**config.mk**
```make
export PLATFORM = sky130hd
export DESIGN_NAME = led_sink_ctrl
export DESIGN_NICKNAME = d
export VERILOG_FILES = /design/src/rtl/lsc_pkg.sv /design/src/rtl/lsc_front.sv /design/src/rtl/lsc_shift.sv /design/src/rtl/lsc_hold.sv /design/src/rtl/led_sink_ctrl.sv
export SDC_FILE = /design/constraint.sdc
export NUM_CORES = 1
export LEC_CHECK = 0
export ABC_CLOCK_PERIOD_IN_PS = 1600
export BUFFER_PORTS_ARGS = -buffer_cell sky130_fd_sc_hd__buf_4
export CAP_MARGIN = 20
export CORE_UTILIZATION = 50
export CTS_BUF_LIST = sky130_fd_sc_hd__clkbuf_8 sky130_fd_sc_hd__clkbuf_16
export DETAILED_ROUTE_END_ITERATION = 6
export PLACE_DENSITY = 0.75
export SLEW_MARGIN = 5
export SYNTH_ARGS = -nofsm -noshare
export SYNTH_HDL_FRONTEND = slang
export SYNTH_HIERARCHICAL = 1
export SYNTH_SLANG_ARGS = --single-unit
```
**constraint.sdc**
```tcl
create_clock -name clk -period 1.6 [get_ports clk]
set_input_delay 0.24 -clock clk [delete_from_list [all_inputs] [get_ports clk]]
set_output_delay 0.24 -clock clk [all_outputs]
set_load 0.02 [all_outputs]
```
**src/rtl/lsc_pkg.sv**
```systemverilog
package lsc_pkg;

  localparam int LSC_CHANNELS = 24;
  localparam int LSC_SYNC     = 2;

  typedef struct packed {
    logic rise;
    logic fall;
  } sclk_evt_t;

  // Any global condition that blanks every channel
  function automatic logic blank_all(input logic en_n, input logic uv, input logic ot);
    return en_n | uv | ot;
  endfunction

endpackage

```
**src/rtl/lsc_front.sv**
```systemverilog
module lsc_front #(
  parameter int SYNC_STAGES = lsc_pkg::LSC_SYNC
) (
  input  logic              clk,
  input  logic              rst_n,
  input  logic              ser_clk,
  output logic              core_rst_n,
  output lsc_pkg::sclk_evt_t evt
);

  logic [SYNC_STAGES-1:0] rst_pipe;
  logic                   ser_clk_q;

  // Asynchronous assertion, synchronous release
  always_ff @(posedge clk or negedge rst_n) begin
    if (!rst_n) rst_pipe <= '0;
    else        rst_pipe <= {rst_pipe[SYNC_STAGES-2:0], 1'b1};
  end

  assign core_rst_n = rst_pipe[SYNC_STAGES-1];

  always_ff @(posedge clk or negedge core_rst_n) begin
    if (!core_rst_n) ser_clk_q <= 1'b0;
    else             ser_clk_q <= ser_clk;
  end

  assign evt.rise = ser_clk & ~ser_clk_q;
  assign evt.fall = ~ser_clk & ser_clk_q;

endmodule

```
**src/rtl/lsc_shift.sv**
```systemverilog
module lsc_shift #(
  parameter int N = lsc_pkg::LSC_CHANNELS
) (
  input  logic         clk,
  input  logic         core_rst_n,
  input  logic         shift_en,
  input  logic         fall_en,
  input  logic         din,
  output logic [N-1:0] stage_q,
  output logic [N-1:0] stage_d,
  output logic         so
);

  // Stage 1 is bit 0, stage N is bit N-1
  function automatic logic [N-1:0] push_bit(input logic [N-1:0] w, input logic b);
    return {w[N-2:0], b};
  endfunction

  logic so_q;

  assign stage_d = shift_en ? push_bit(stage_q, din) : stage_q;

  always_ff @(posedge clk or negedge core_rst_n) begin
    if (!core_rst_n) stage_q <= '0;
    else             stage_q <= stage_d;
  end

  always_ff @(posedge clk or negedge core_rst_n) begin
    if (!core_rst_n)  so_q <= 1'b0;
    else if (fall_en) so_q <= stage_q[N-1];
  end

  assign so = so_q;

endmodule

```
**src/rtl/lsc_hold.sv**
```systemverilog
module lsc_hold #(
  parameter int N = lsc_pkg::LSC_CHANNELS
) (
  input  logic         clk,
  input  logic         core_rst_n,
  input  logic         latch_in,
  input  logic         en_n,
  input  logic         uv_flag,
  input  logic         ot_flag,
  input  logic [N-1:0] stage_q,
  input  logic [N-1:0] stage_d,
  output logic [N-1:0] chan_word,
  output logic [N-1:0] chan_on
);

  logic [N-1:0] hold_q;
  logic         kill;

  // Track next register value while transparent so a falling latch keeps the latest word
  always_ff @(posedge clk or negedge core_rst_n) begin
    if (!core_rst_n)   hold_q <= '0;
    else if (latch_in) hold_q <= stage_d;
  end

  assign chan_word = latch_in ? stage_q : hold_q;
  assign kill      = lsc_pkg::blank_all(en_n, uv_flag, ot_flag);

  for (genvar ch = 0; ch < N; ch++) begin : g_chan
    assign chan_on[ch] = chan_word[ch] & ~kill;
  end

endmodule

```
**src/rtl/led_sink_ctrl.sv**
```systemverilog
module led_sink_ctrl #(
  parameter int N           = lsc_pkg::LSC_CHANNELS,
  parameter int SYNC_STAGES = lsc_pkg::LSC_SYNC
) (
  input  logic         clk,
  input  logic         rst_n,
  input  logic         ser_clk,
  input  logic         ser_din,
  input  logic         latch_in,
  input  logic         en_n,
  input  logic         uv_flag,
  input  logic         ot_flag,
  output logic [N-1:0] chan_on,
  output logic         ser_out
);

  lsc_pkg::sclk_evt_t evt;
  logic               core_rst_n;
  logic               shift_evt;
  logic               fall_evt;
  logic [N-1:0]       stage_q;
  logic [N-1:0]       stage_d;
  logic [N-1:0]       chan_word;

  lsc_front #(.SYNC_STAGES(SYNC_STAGES)) front_i (
    .clk       (clk),
    .rst_n     (rst_n),
    .ser_clk   (ser_clk),
    .core_rst_n(core_rst_n),
    .evt       (evt)
  );

  assign shift_evt = evt.rise;
  assign fall_evt  = evt.fall;

  lsc_shift #(.N(N)) shift_i (
    .clk       (clk),
    .core_rst_n(core_rst_n),
    .shift_en  (shift_evt),
    .fall_en   (fall_evt),
    .din       (ser_din),
    .stage_q   (stage_q),
    .stage_d   (stage_d),
    .so        (ser_out)
  );

  lsc_hold #(.N(N)) hold_i (
    .clk       (clk),
    .core_rst_n(core_rst_n),
    .latch_in  (latch_in),
    .en_n      (en_n),
    .uv_flag   (uv_flag),
    .ot_flag   (ot_flag),
    .stage_q   (stage_q),
    .stage_d   (stage_d),
    .chan_word (chan_word),
    .chan_on   (chan_on)
  );

endmodule

```
==> impl_metrics.toml <==
[worst_setup_path]
worstPathArrival_ns = 1.26
startpoint_type = "input pin"
r2r_start = "front_i/ser_clk_q"
path_cells = "buf_4 > or3_4 > a21oi_1 > buf_4"
max_stage_delay_ns = 0.56
endpoint_kind = "primary output"
path_buf_inv = 2
cp_common_cell = "buf_4"
cp.required_ns = 1.36
path_class = "input pin to primary output"
crit_slowest_cell = "or3_4"
path_max_fanout = 24
startpoint = "uv_flag"
crit_family = "simple AND/OR/NAND/NOR gates"

[clock_tree]
htreeDepth = 2
cts_buffer_depth = 2
cts_sinks = 52
cts_made_buffers = 5
cts_resized = 0
cts_hold_buffers = 1
path_clk_slew_ns = 0.09
insertion_delay_ns = 0.31
cts_tree = "done"
post_cts_buffers = 0
cts_root_buf = "clkbuf_8"

[sta]
rsz0062_at_grt = "false"
final_max_slew_viol_count = 0
hold_viol_final = 0
clock_skew_ns = 0.00457
clock.fmax_mhz = 667
fin_setup_tns_ns = 0
setup_viol = 0
min_period_ns = 1.50
min_period_over_period_pct = 93.7

[synthesis]
syn-instance-count = 215
syn_area_per_cell_um2 = 11.4
synthesis.area_mm2 = 0.00244
synth_fp_nets = 223
yosysWarnings = 6

[global_route]
antenna_found_initial = 0
grt_max_degree = 36
first_global_vias = 1465
grt-ovfl-total = 0
grtUsageTotal_pct = 17.6
grt_pass1_wl_mm = 6.79

[layout]
area_growth_pct = 15.1
layout-drive-gt1-share_pct = 38.1
final_nets = 254
num-fill-cells = 424
multi_input_area_mm2 = 0.00100
final_cell_mix = "nand2_1, dfrtp_1, buf_4"
regArea_mm2 = 0.00130
layout_commonest_cell = "nand2_1"
n_antenna_cell = 0

[run]
maxCapViolations = 0

[power]
power_mw = 3.46
p_int_mw = 2.45
pwr-share-comb_pct = 23.8
cellPowerDensity_mw_per_mm2 = 1230
vdd_drop_max_v = 0.000787
seq_power_share_pct = 54.1
swShare_pct = 29.1
switchingPower_mw = 1.01
clkPwrFrac_pct = 22.1
power_leakage_nw = 1.38

[routing]
vias = 1520
post_drt_via_cell_ratio = 4.84
routedWlPerCell_um = 12.7
firstDrtPassIters = 6
wirelength_mm = 4.00
drtIter0Drc = 87
drc = 0
ant_nets = 0

[worst_hold_path]
min_from = "ser_clk"
hold_path.class = "input pin to register"

[floorplan]
die-area_mm2 = 0.00517
start_util_pct = 51.7
ios = 33
fp-row-count = 25
die_x_um = 71.9
core_area_mm2 = 0.00472
die_h_um = 71.9

[placed_design]
finalWeightedCongestion = 0.757
dp_hpwl_mm = 2.73
io_buffers = 32

[run_status]
status = "finished, final reports clean"
==> final cells by class <==
class,instances,area share [%]
clock buffer,6,2.94
clock inverter,2,0.356
multi-input combinational,149,35.8
sequential,52,46.4
tap,67,2.98
timing repair buffer,38,11.6
==> power groups by stage <==
stage          combinational (mW)  sequential [mW]  clock [mW]
2_1_floorplan               0.689             1.84           0
3_3_place_gp                0.803             1.88           0
3_5_place_dp                0.832             1.90           0
4_1_cts                     0.838             1.87       0.785
5_1_grt                     0.918             1.92       0.836
6_report                    0.824             1.87       0.764
==> worst register-to-register path, stage by stage (launching register included) <==
cell and delay, ns:
dfrtp_1 0.40, nor2b_2 0.16, buf_12 0.22, mux2_2 0.38, nand2_1 0.08, nand2_1 0.06
==> flip-flops by register name, indices dropped and copies added, names as in the netlist <==
name / count
hold_i/hold_q: 24
shift_i/stage_q: 24
front_i/rst_pipe: 2
front_i/ser_clk_q: 1
shift_i/so: 1
==> worst paths after layout <==
path                                       endpoint  slack [ns]  cells past startpoint
worst min register to register  shift_i/stage_q[20]        0.16                      0
worst max register to register    hold_i/hold_q[22]        0.20                      5
max in group asynchronous       shift_i/stage_q[22]        0.89                      1
min in group asynchronous       shift_i/stage_q[20]        0.16                      0
worst max-delay path                    chan_on[23]        0.10                      4
worst min-delay path              front_i/ser_clk_q        0.05                      1
==> per-layer routing <==
layer  share of wire [%]  up-vias  wire [um]  track usage [%]
met4                 2.3        0         93             9.15
met3                 3.0        8        119             3.52
met2                  47       26       1870             26.7
met5                   0        -          0                0
met1                  48      740       1920             24.0
li1                    -      746          -                -
==> through the flow <==
step | instances | utilization [%] | hold slack, ns | instance area [um2] | setup slack, ns
floorplan | 215 | - | -0.0556 | 2440 | 0.0453
global placement | 305 | 57.3 | 0.0230 | 2710 | 0.0909
detailed placement | 305 | 57.3 | 0.0284 | 2710 | 0.0956
CTS | 314 | 59.5 | 0.0450 | 2810 | 0.0915
global route | 314 | 59.5 | 0.0442 | 2810 | 0.0502
finish | 314 | 59.5 | 0.0481 | 2810 | 0.100
Power figures use the tool's default switching activity.
